==> src/rtl/sigseq_pkg.sv <==
package sigseq_pkg;

  // Strobes from the control decode to the state datapath; at most one is set.
  typedef struct packed {
    logic doReset;
    logic doSeed;
    logic doStep;
  } seqStrobe_t;

  // Legal lamp codes, basic variant, {R,A,G}.
  function automatic logic isLegalBasic(input logic [2:0] code);
    return (code == 3'b100) || (code == 3'b110) ||
           (code == 3'b001) || (code == 3'b010);
  endfunction

  // Legal codes, extended variant, {R,A,G,S}.
  function automatic logic isLegalExt(input logic [3:0] code);
    return (code == 4'b1000) || (code == 4'b1001) || (code == 4'b1100) ||
           (code == 4'b0011) || (code == 4'b0010) || (code == 4'b0101);
  endfunction

endpackage

==> src/rtl/sigseq_ctrl.sv <==
module sigseq_ctrl
  import sigseq_pkg::*;
(
  input  logic       rst,
  input  logic       seedLoad,
  input  logic       advance,
  output seqStrobe_t strobe
);

  // Fixed priority: reset, then seed, then step.
  always_comb begin
    strobe.doReset = rst;
    strobe.doSeed  = !rst && seedLoad;
    strobe.doStep  = !rst && !seedLoad && advance;
  end

endmodule

==> src/rtl/sigseq_next.sv <==
module sigseq_next
  import sigseq_pkg::*;
#(
  parameter bit EXTENDED = 1'b0,
  parameter int STATE_W  = 3
) (
  input  logic [STATE_W-1:0] cur,
  output logic [STATE_W-1:0] nxt
);

  if (EXTENDED) begin : g_ext
    logic bitR, bitA, bitG, bitS;
    logic [3:0] raw;
    assign {bitR, bitA, bitG, bitS} = cur;
    // Toggle bit splits red and green into two steps each.
    assign raw = {bitR ^ bitA,
                  (~bitS & bitG) | (bitS & bitR),
                  (bitR & bitA & ~bitS) | (bitG & bitS),
                  ~bitS};
    // Unused codes fall straight back to the first red state.
    assign nxt = isLegalExt(cur) ? raw : 4'b1000;
  end else begin : g_basic
    logic bitR, bitA, bitG;
    assign {bitR, bitA, bitG} = cur;
    // These equations also carry every unused code onto the cycle.
    assign nxt = {bitR ^ bitA, ~bitA, bitR & bitA};
    logic unusedG;
    assign unusedG = bitG;
  end

endmodule

==> src/rtl/sigseq_path.sv <==
module sigseq_path
  import sigseq_pkg::*;
#(
  parameter bit EXTENDED = 1'b0,
  parameter int STATE_W  = 3
) (
  input  logic               clk,
  input  logic               rst,
  input  seqStrobe_t         strobe,
  input  logic [STATE_W-1:0] seedCode,
  output logic               lampRed,
  output logic               lampAmber,
  output logic               lampGreen
);

  localparam logic [STATE_W-1:0] RED_CODE = {1'b1, {(STATE_W-1){1'b0}}};

  logic [STATE_W-1:0] stateQ;
  logic [STATE_W-1:0] stepCode;

  sigseq_next #(
    .EXTENDED(EXTENDED),
    .STATE_W (STATE_W)
  ) u_next (
    .cur(stateQ),
    .nxt(stepCode)
  );

  always_ff @(posedge clk) begin
    if (strobe.doReset)     stateQ <= RED_CODE;
    else if (strobe.doSeed) stateQ <= seedCode;
    else if (strobe.doStep) stateQ <= stepCode;
  end

  // The lamps are the top three state bits.
  assign lampRed   = stateQ[STATE_W-1];
  assign lampAmber = stateQ[STATE_W-2];
  assign lampGreen = stateQ[STATE_W-3];

  AST_RESET_RED: assert property (@(posedge clk)
    rst |=> stateQ == RED_CODE);

  AST_HOLD_IDLE: assert property (@(posedge clk) disable iff (rst)
    (!strobe.doSeed && !strobe.doStep) |=> $stable(stateQ));

  AST_SEED_LOAD: assert property (@(posedge clk) disable iff (rst)
    strobe.doSeed |=> stateQ == $past(seedCode));

  if (EXTENDED) begin : g_astExt
    AST_STEP_LEGAL: assert property (@(posedge clk) disable iff (rst)
      strobe.doStep |=> isLegalExt(stateQ));
    AST_RED_HOLD: assert property (@(posedge clk) disable iff (rst)
      (strobe.doStep && stateQ == 4'b1000) |=> stateQ == 4'b1001);
  end else begin : g_astBasic
    AST_STEP_LEGAL: assert property (@(posedge clk) disable iff (rst)
      strobe.doStep |=> isLegalBasic(stateQ));
    AST_RED_TO_REDAMBER: assert property (@(posedge clk) disable iff (rst)
      (strobe.doStep && stateQ == 3'b100) |=> stateQ == 3'b110);
  end

endmodule

==> src/rtl/signal_sequencer.sv <==
module signal_sequencer
  import sigseq_pkg::*;
#(
  parameter  bit EXTENDED = 1'b0,
  localparam int STATE_W  = EXTENDED ? 4 : 3
) (
  input  logic               clk,
  input  logic               rst,
  input  logic               advance,
  input  logic               seedLoad,
  input  logic [STATE_W-1:0] seedCode,
  output logic               lampRed,
  output logic               lampAmber,
  output logic               lampGreen
);

  seqStrobe_t strobe;

  sigseq_ctrl u_ctrl (
    .rst     (rst),
    .seedLoad(seedLoad),
    .advance (advance),
    .strobe  (strobe)
  );

  sigseq_path #(
    .EXTENDED(EXTENDED),
    .STATE_W (STATE_W)
  ) u_path (
    .clk      (clk),
    .rst      (rst),
    .strobe   (strobe),
    .seedCode (seedCode),
    .lampRed  (lampRed),
    .lampAmber(lampAmber),
    .lampGreen(lampGreen)
  );

endmodule

==> config.mk <==
export PLATFORM = sky130hd
export DESIGN_NAME = signal_sequencer
export DESIGN_NICKNAME = d
export VERILOG_FILES = /design/src/rtl/sigseq_pkg.sv /design/src/rtl/sigseq_ctrl.sv /design/src/rtl/sigseq_next.sv /design/src/rtl/sigseq_path.sv /design/src/rtl/signal_sequencer.sv
export SDC_FILE = /design/constraint.sdc
export NUM_CORES = 1
export LEC_CHECK = 0
export BUFFER_PORTS_ARGS = -buffer_cell sky130_fd_sc_hd__buf_2
export CORE_AREA = 4 4 41 43
export DETAILED_ROUTE_END_ITERATION = 6
export DIE_AREA = 0 0 45 47
export GPL_ROUTABILITY_DRIVEN = 0
export SLEW_MARGIN = 10
export SYNTH_ARGS = -nofsm -noshare
export SYNTH_HDL_FRONTEND = slang
export SYNTH_SLANG_ARGS = --single-unit
export TNS_END_PERCENT = 30
==> constraint.sdc <==
create_clock -name clk -period 2.8 [get_ports clk]
set_clock_uncertainty 0.2 [all_clocks]
set_input_delay 0.14 -clock clk [delete_from_list [all_inputs] [get_ports clk]]
set_output_delay 0.14 -clock clk [all_outputs]
set_load 0.05 [all_outputs]
* Word level (Yosys, flattened, before mapping) *
Cells that the tools add are included.

storage, ports and cells
  input bits = 7
  output and inout port bits = 3
  register bits = 3
  word-level logic and storage cells = 12

operators by class
  reductions and logical operators = 6
  muxes and demuxes = 2
  bitwise gates (word level) = 3

operators by type and width
  cell                number
  3-bit two-way mux   2
  1-bit logical AND   3
  1-bit logical NOT   2
  2-bit nonzero test  1
  1-bit AND           1
  1-bit inverter      1
  1-bit bitwise XOR   1

* Depth between registers and ports, before layout *
Gate-level depths: netlist of run 1.

  depth after elaboration = 5
  gate-level depth with buffers = 3
  mapped depth without buffers = 3

* Hierarchy *
A second synthesis of run 1 with hierarchy kept.

second synthesis, totals
  cells, all modules = 19
  area, all modules = 180.2 sq um

modules (own cells, without submodules)
  module       cells each  instances  area each (sq um)  sequential area each (sq um)
  sigseq_path  14          1          137.6              60.1
  sigseq_ctrl  3           1          26.3               0.0
  sigseq_next  2           1          16.3               0.0

* Least setup slack after synthesis of run 1 *
Ideal clock, no wire load.

  path type = flip-flop to flip-flop
  from = register u_path.stateQ[1]
  to = register u_path.stateQ[2]
  library setup time = 121 ps
  setup slack = 1,323 ps
  data required time = 2,479 ps
  path buffers = 0
  period minus slack after synthesis = 1,477 ps
  cell stages (with the launch flop) = 4
  arrival = 1,155 ps
  cells stage by stage = dfxtp_1 -> ha_1 -> mux2i_1 -> a21oi_1

on the way
  longest elaborated chain between the ends = 3

RTL lines
  element                 line               RTL
  start, declared         sigseq_path.sv:18  logic [STATE_W-1:0] stateQ;
  start signal, assigned  sigseq_path.sv:31  else if (strobe.doSeed) stateQ <= seedCode;
  start signal, assigned  sigseq_path.sv:32  else if (strobe.doStep) stateQ <= stepCode;
  1-bit bitwise XOR       sigseq_next.sv:26  assign nxt = {bitR ^ bitA, ~bitA, bitR & bitA};
  3-bit two-way mux       sigseq_path.sv:32
  3-bit two-way mux       sigseq_path.sv:31

No other way between the ends. The select of a mux whose other input is x is not followed.
A chain may end at the register's enable or synchronous reset.

* Worst setup path after layout of run 1 *
  from = register u_path.stateQ[1]
  to = output port lampAmber

RTL lines
  element        line                    RTL
  end, declared  signal_sequencer.sv:13  output logic lampAmber,

No word-level cell between the ends.

==> results.py, run 1 <==
metrics = {
    "global_route": {
        "gr-usage-met2": 0.0480,
        "grt_pass1_vias": 138,
        "grt_max_degree": 6,
        "grt_pass1_wl_microns": 621,
        "met3_usage": 0.0651,
        "grt_util_all_layers": 0.0490,
        "grt_antenna_before_repair": 0,
        "busiest_layer": "met3",
        "grt_use_met1": 0.0500,
        "gr-total-overflow": 0,
    },
    "power": {
        "pwr-share-seq": 0.305,
        "power.switching_mw": 0.0464,
        "irDropWorstVdd_mv": 0.163,
        "power_density_nw_per_um2": 598,
        "clkPwrFrac": 0.464,
        "swShare": 0.289,
        "leakage_nw": 0.123,
        "comb_power_share": 0.230,
        "p_int_mw": 0.114,
    },
    "critical_path": {
        "path_delay_family": "flip-flops",
        "required_ns": 2.46,
        "cp_slowest_stage_delay_ns": 0.36,
        "critPathMaxFanout": 3,
        "cp-start-kind": "register",
        "r2r_slack_ns": 1.66,
        "critical_path_class": "reg -> out",
        "crit_chain": "buf_2",
        "path_buf_inv": 1,
        "critPathCaptureType": "primary output",
        "slowest_stage": "dfxtp_1",
        "arrival_ns": 0.87,
    },
    "route": {
        "via_per_inst": 3.36,
        "wl_microns": 373,
        "routedWlPerCell_microns": 8.29,
        "drt_iter0_drc": 0,
        "drtAntennaViolNets": 0,
        "post-route-drc-count": 0,
        "drtPass1Iterations": 1,
        "num_vias": 151,
    },
    "timing": {
        "max_freq_mhz": 823,
        "setup-tns-final_ns": 0,
        "fin_ws_ns": 1.59,
        "final-max-slew-violation-count": 0,
        "finalCritPeriodShare": 0.434,
        "tightest_slew_ns": 0.254,
        "finalHoldViolCount": 0,
        "min_period_ns": 1.21,
        "setup_viol": 0,
        "rsz0062_at_grt": "no",
        "max_slew_margin": 0.832,
    },
    "cells_and_area": {
        "layout-drive-gt1-share": 0.467,
        "fin_cells": 45,
        "final_core_util": 0.207,
        "nFillCells": 155,
        "largest_register_ffs": 3,
        "nets": 39,
        "syn2layout_area_growth_pct": 69.3,
        "final_cell_mix": "buf_2 (9), clkbuf_4 (3), dfxtp_1 (3)",
        "final_common_cell": "buf_2",
        "top_register": "u_path.stateQ",
        "antennaDiodeCount": 0,
        "multi_input_area_sq_um": 95.1,
        "reg_top3": "u_path.stateQ x3",
        "register_area_sq_um": 60.1,
    },
    "place": {
        "dp_slack_ns": 1.65,
        "io_buffers": 9,
        "dp_cells": 39,
    },
    "die": {
        "core_sq_um": 1300,
        "die_h_microns": 47,
        "io_pins": 10,
        "initial_utilization": 0.122,
        "design.die.area_sq_um": 2120,
        "rows": 13,
        "die_w_microns": 45,
    },
    "logic_synthesis": {
        "yosysWarningCount": 0,
        "synth_seq_cells": 3,
        "synth.avg_cell_area_sq_um": 10.6,
        "syn_area_sq_um": 159,
        "yosysUniqueCellTypes": 10,
        "yosysSeqAreaShare": 0.378,
        "synth_top_area_frac": 0.378,
        "synth_area_leaders": "dfxtp_1 (38%), a211oi_2 (16%), mux2i_1 (13%)",
        "syn-instance-count": 15,
        "yosysTopAreaCell": "dfxtp_1",
        "syn-num-nets": 23,
    },
    "clock_tree": {
        "clk_pin_slew_ns": 0.04,
        "clockBufferDepth": 2,
        "htree_levels": 1,
        "postCtsSetupRepairBufs": 0,
        "cts.sinks": 3,
        "ctsHoldBuffers": 2,
        "cts_tree": "yes",
        "cts.repair.resized": 0,
        "cts_root_buffer": "clkbuf_4",
        "cts_buffers": 3,
        "insertion_delay_ns": 0.23,
    },
    "run": {
        "drv_cap": 0,
    },
    "worst_hold_path": {
        "hold_path.class": "in -> reg",
    },
    "status": {
        "status": "complete, no violations",
    },
}
worst paths after layout:
check,endpoint,cells past startpoint,from
max,lampAmber,1,u_path.stateQ[1]
min,u_path.stateQ[2],3,seedLoad
max reg2reg,u_path.stateQ[2],3,u_path.stateQ[2]
min reg2reg,u_path.stateQ[2],2,u_path.stateQ[2]
cells by family after synthesis:
group / after synthesis / share of synthesized area
and+or+nand+nor: 4 / 0.150
AOI/OAI and AO/OA: 3 / 0.189
DFF: 3 / 0.378
muxes: 2 / 0.126
xor gates and xnor gates: 1 / 0.0551
buffers and inverters: 1 / 0.0236
adders and majority gates: 1 / 0.0787
metal layers:
metal / routed length [microns] / up-vias
met1: 164 / 58
met4: 0 / 0
met3: 86 / 0
li1: - / 83
met5: 0 / -
met2: 122 / 10
layout make-up:
type | count | share of cell area
Inverter | 1 | 0.0140
Clock buffer | 4 | 0.0977
Tap cell | 15 | 0.0698
Timing Repair Buffer | 11 | 0.242
Sequential cell | 3 | 0.223
Multi-Input combinational cell | 11 | 0.353
cell usage after synthesis:
cell type and number:
dfxtp_1 3, a211oi_2 2, mux2i_1 2, nor2b_1 2, a21oi_1 1, ha_1 1, inv_1 1, nor2_1 1
nor3b_1 1, xnor2_1 1
power by group through the flow:
stage	clock network (mW)	registers (mW)	logic, mW
2_1_floorplan	0	0.0619	0.0113
3_3_place_gp	0	0.0496	0.0351
3_5_place_dp	0	0.0498	0.0352
4_1_cts	0.0785	0.0492	0.0373
5_1_grt	0.0824	0.0499	0.0409
6_report	0.0746	0.0490	0.0370
stage by stage:
stage	cell area [sq um]	power [mW]	hold slack, ns
after floorplan	159	0.0732	0.00465
after global placement	223	0.0847	0.158
after detailed placement	223	0.0849	0.163
after CTS	269	0.165	0.0162
after global routing	269	0.173	0.0273
final	269	0.161	0.0219
(Power assumes the default switching activity.)
==> inputs of run 2 (changes only) <==
==> constraint.sdc (replaced) <==
create_clock -name clk -period 1.2 [get_ports clk]
set_clock_uncertainty 0.2 [all_clocks]
set_input_delay 0.06 -clock clk [delete_from_list [all_inputs] [get_ports clk]]
set_output_delay 0.06 -clock clk [all_outputs]
set_load 0.05 [all_outputs]
==> run 2 against run 1 <==
Net effect: worst setup slack worse by 1.5 ns; flip-flop and latch count is the same; critical path type is now in -> reg; die area is the same; worst hold slack gained 0.35 ns; first-iteration DRC count unchanged; critical endpoint is now u_path.stateQ[0]; highest routed layer unchanged; cell count increased by 8.9%; cell area grew 22%.
==> results.py, run 2 (synthesized netlist as in run 1, its figures left out) <==
metrics = {
    "status": {
        "status": "complete, no violations",
    },
    "die": {
        "die_h_microns": 47,
        "initial_utilization": 0.122,
        "die_w_microns": 45,
        "rows": 13,
        "io_pins": 10,
        "design.die.area_sq_um": 2120,
        "core_sq_um": 1300,
    },
    "worst_hold_path": {
        "min_from": "rst",
        "hold_end": "u_path.stateQ[1]",
        "hold_path.class": "in -> reg",
        "holdPathStages": 3,
    },
    "clock_tree": {
        "clk_pin_slew_ns": 0.04,
        "insertion_delay_ns": 0.23,
        "cts_buffers": 3,
        "htree_levels": 1,
        "cts_tree": "yes",
        "cts_root_buffer": "clkbuf_4",
        "cts.sinks": 3,
        "clockBufferDepth": 2,
    },
    "power": {
        "power_density_nw_per_um2": 1190,
        "leakage_nw": 0.141,
        "irDropWorstVdd_mv": 0.402,
    },
    "global_route": {
        "grt_util_all_layers": 0.0474,
        "grt_antenna_before_repair": 0,
        "grt_pass1_vias": 177,
        "gr-total-overflow": 0,
        "grt_max_degree": 6,
        "grt_pass1_wl_microns": 676,
    },
    "timing": {
        "rsz0062_at_grt": "no",
        "final-max-slew-violation-count": 0,
        "max_slew_margin": 0.834,
        "min_period_ns": 1.13,
        "max_freq_mhz": 883,
        "finalHoldViolCount": 0,
        "tightest_slew_ns": 0.250,
        "finalCritPeriodShare": 0.944,
        "setup-tns-final_ns": 0,
        "setup_viol": 0,
        "fin_ws_ns": 0.0671,
        "hold_ws_ns": 0.375,
    },
    "cells_and_area": {
        "fin_cells": 49,
        "top_register": "u_path.stateQ",
        "syn2layout_area_growth_pct": 107,
        "final_core_util": 0.253,
        "final_common_cell": "buf_2",
        "antennaDiodeCount": 0,
        "multi_input_area_sq_um": 108,
        "nFillCells": 147,
        "reg_top3": "u_path.stateQ x3",
        "nets": 43,
        "layout-drive-gt1-share": 0.500,
        "final_cell_mix": "buf_2 (9), dlygate4sd3_1 (6), clkbuf_4 (3)",
        "largest_register_ffs": 3,
        "register_area_sq_um": 67.6,
    },
    "critical_path": {
        "r2r-end": "u_path.stateQ[2]",
        "critPathMaxFanout": 3,
        "reg2regPathDepth": 3,
        "critPathCaptureType": "register",
        "cp-start-kind": "primary input",
        "r2r-start": "u_path.stateQ[2]",
        "required_ns": 1.11,
        "critical_path_class": "in -> reg",
        "r2r_slack_ns": 0.09,
        "arrival_ns": 1.04,
    },
    "route": {
        "routedWlPerCell_microns": 8.41,
        "wl_met1_microns": 213,
        "routed.top_layer": "met3",
        "num_vias": 171,
        "wl_met3_microns": 47,
        "met2_length_microns": 151,
        "drtPass1Iterations": 1,
        "via_per_inst": 3.49,
        "drt_iter0_drc": 0,
        "post-route-drc-count": 0,
        "drtAntennaViolNets": 0,
        "wl_microns": 412,
    },
    "place": {
        "dp_slack_ns": 0.0427,
        "dp_cells": 39,
        "io_buffers": 9,
    },
    "run": {
        "drv_cap": 0,
    },
}
run 2: changes by cell type in the layout (fill, tap and decap cells not counted):
cell / change
dfxtp_4: +2
ha_1: -1
dfxtp_1: -2
dlygate4sd3_1: +4
ha_4: +1
run 2: worst max-delay path, cell delays in order:
cell           delay [ns]
dlygate4sd3_1        0.52
buf_2                0.15
mux2i_1              0.23
a211oi_2             0.09
run 2: where the power goes:
part	leakage (nW)	internal [mW]	switching (mW)	total, mW
Combinational	0.101	0.0450	0.0548	0.0998
Sequential	0.0256	0.109	0.00854	0.117
Clock	0.0150	0.124	0.0497	0.174
run 2: final cells by class:
class | count | share of cell area
timing repair buffer | 15 | 0.319
sequential | 3 | 0.205
multi-input combinational | 11 | 0.327
tap | 15 | 0.0570
inverter | 1 | 0.0114
clock buffer | 4 | 0.0798
run 2: worst max-delay path by stage:
stage	from	to	slack (ns)	cells after the start
after floorplan	u_path.stateQ[0]	u_path.stateQ[0]	-0.05	2
after global placement	u_path.stateQ[2]	u_path.stateQ[2]	0.04	3
after detailed placement	u_path.stateQ[2]	u_path.stateQ[2]	0.04	3
after CTS	u_path.stateQ[2]	u_path.stateQ[2]	0.04	3
after global routing	advance	u_path.stateQ[0]	0.02	4
final	advance	u_path.stateQ[0]	0.07	4
run 2: metal layers:
layer  vias up  global-route usage
met5         -                   0
met3         0              0.0345
met1        71              0.0567
met2        10              0.0565
li1         90                   -
met4         0              0.0351
run 2: timing repair:
item / in CTS / in global routing
gates resized for setup: 0 / 1
setup buffers: 0 / 0
setup endpoints to repair: 0 / 2
hold endpoints to repair: 3 / 0
hold buffers: 6 / 0
run 2: through the flow:
step	total power [mW]	instance area, sq um
after global placement	0.197	230
after CTS	0.396	317
after floorplan	0.171	166
after detailed placement	0.198	230
after global routing	0.415	329
final	0.391	329
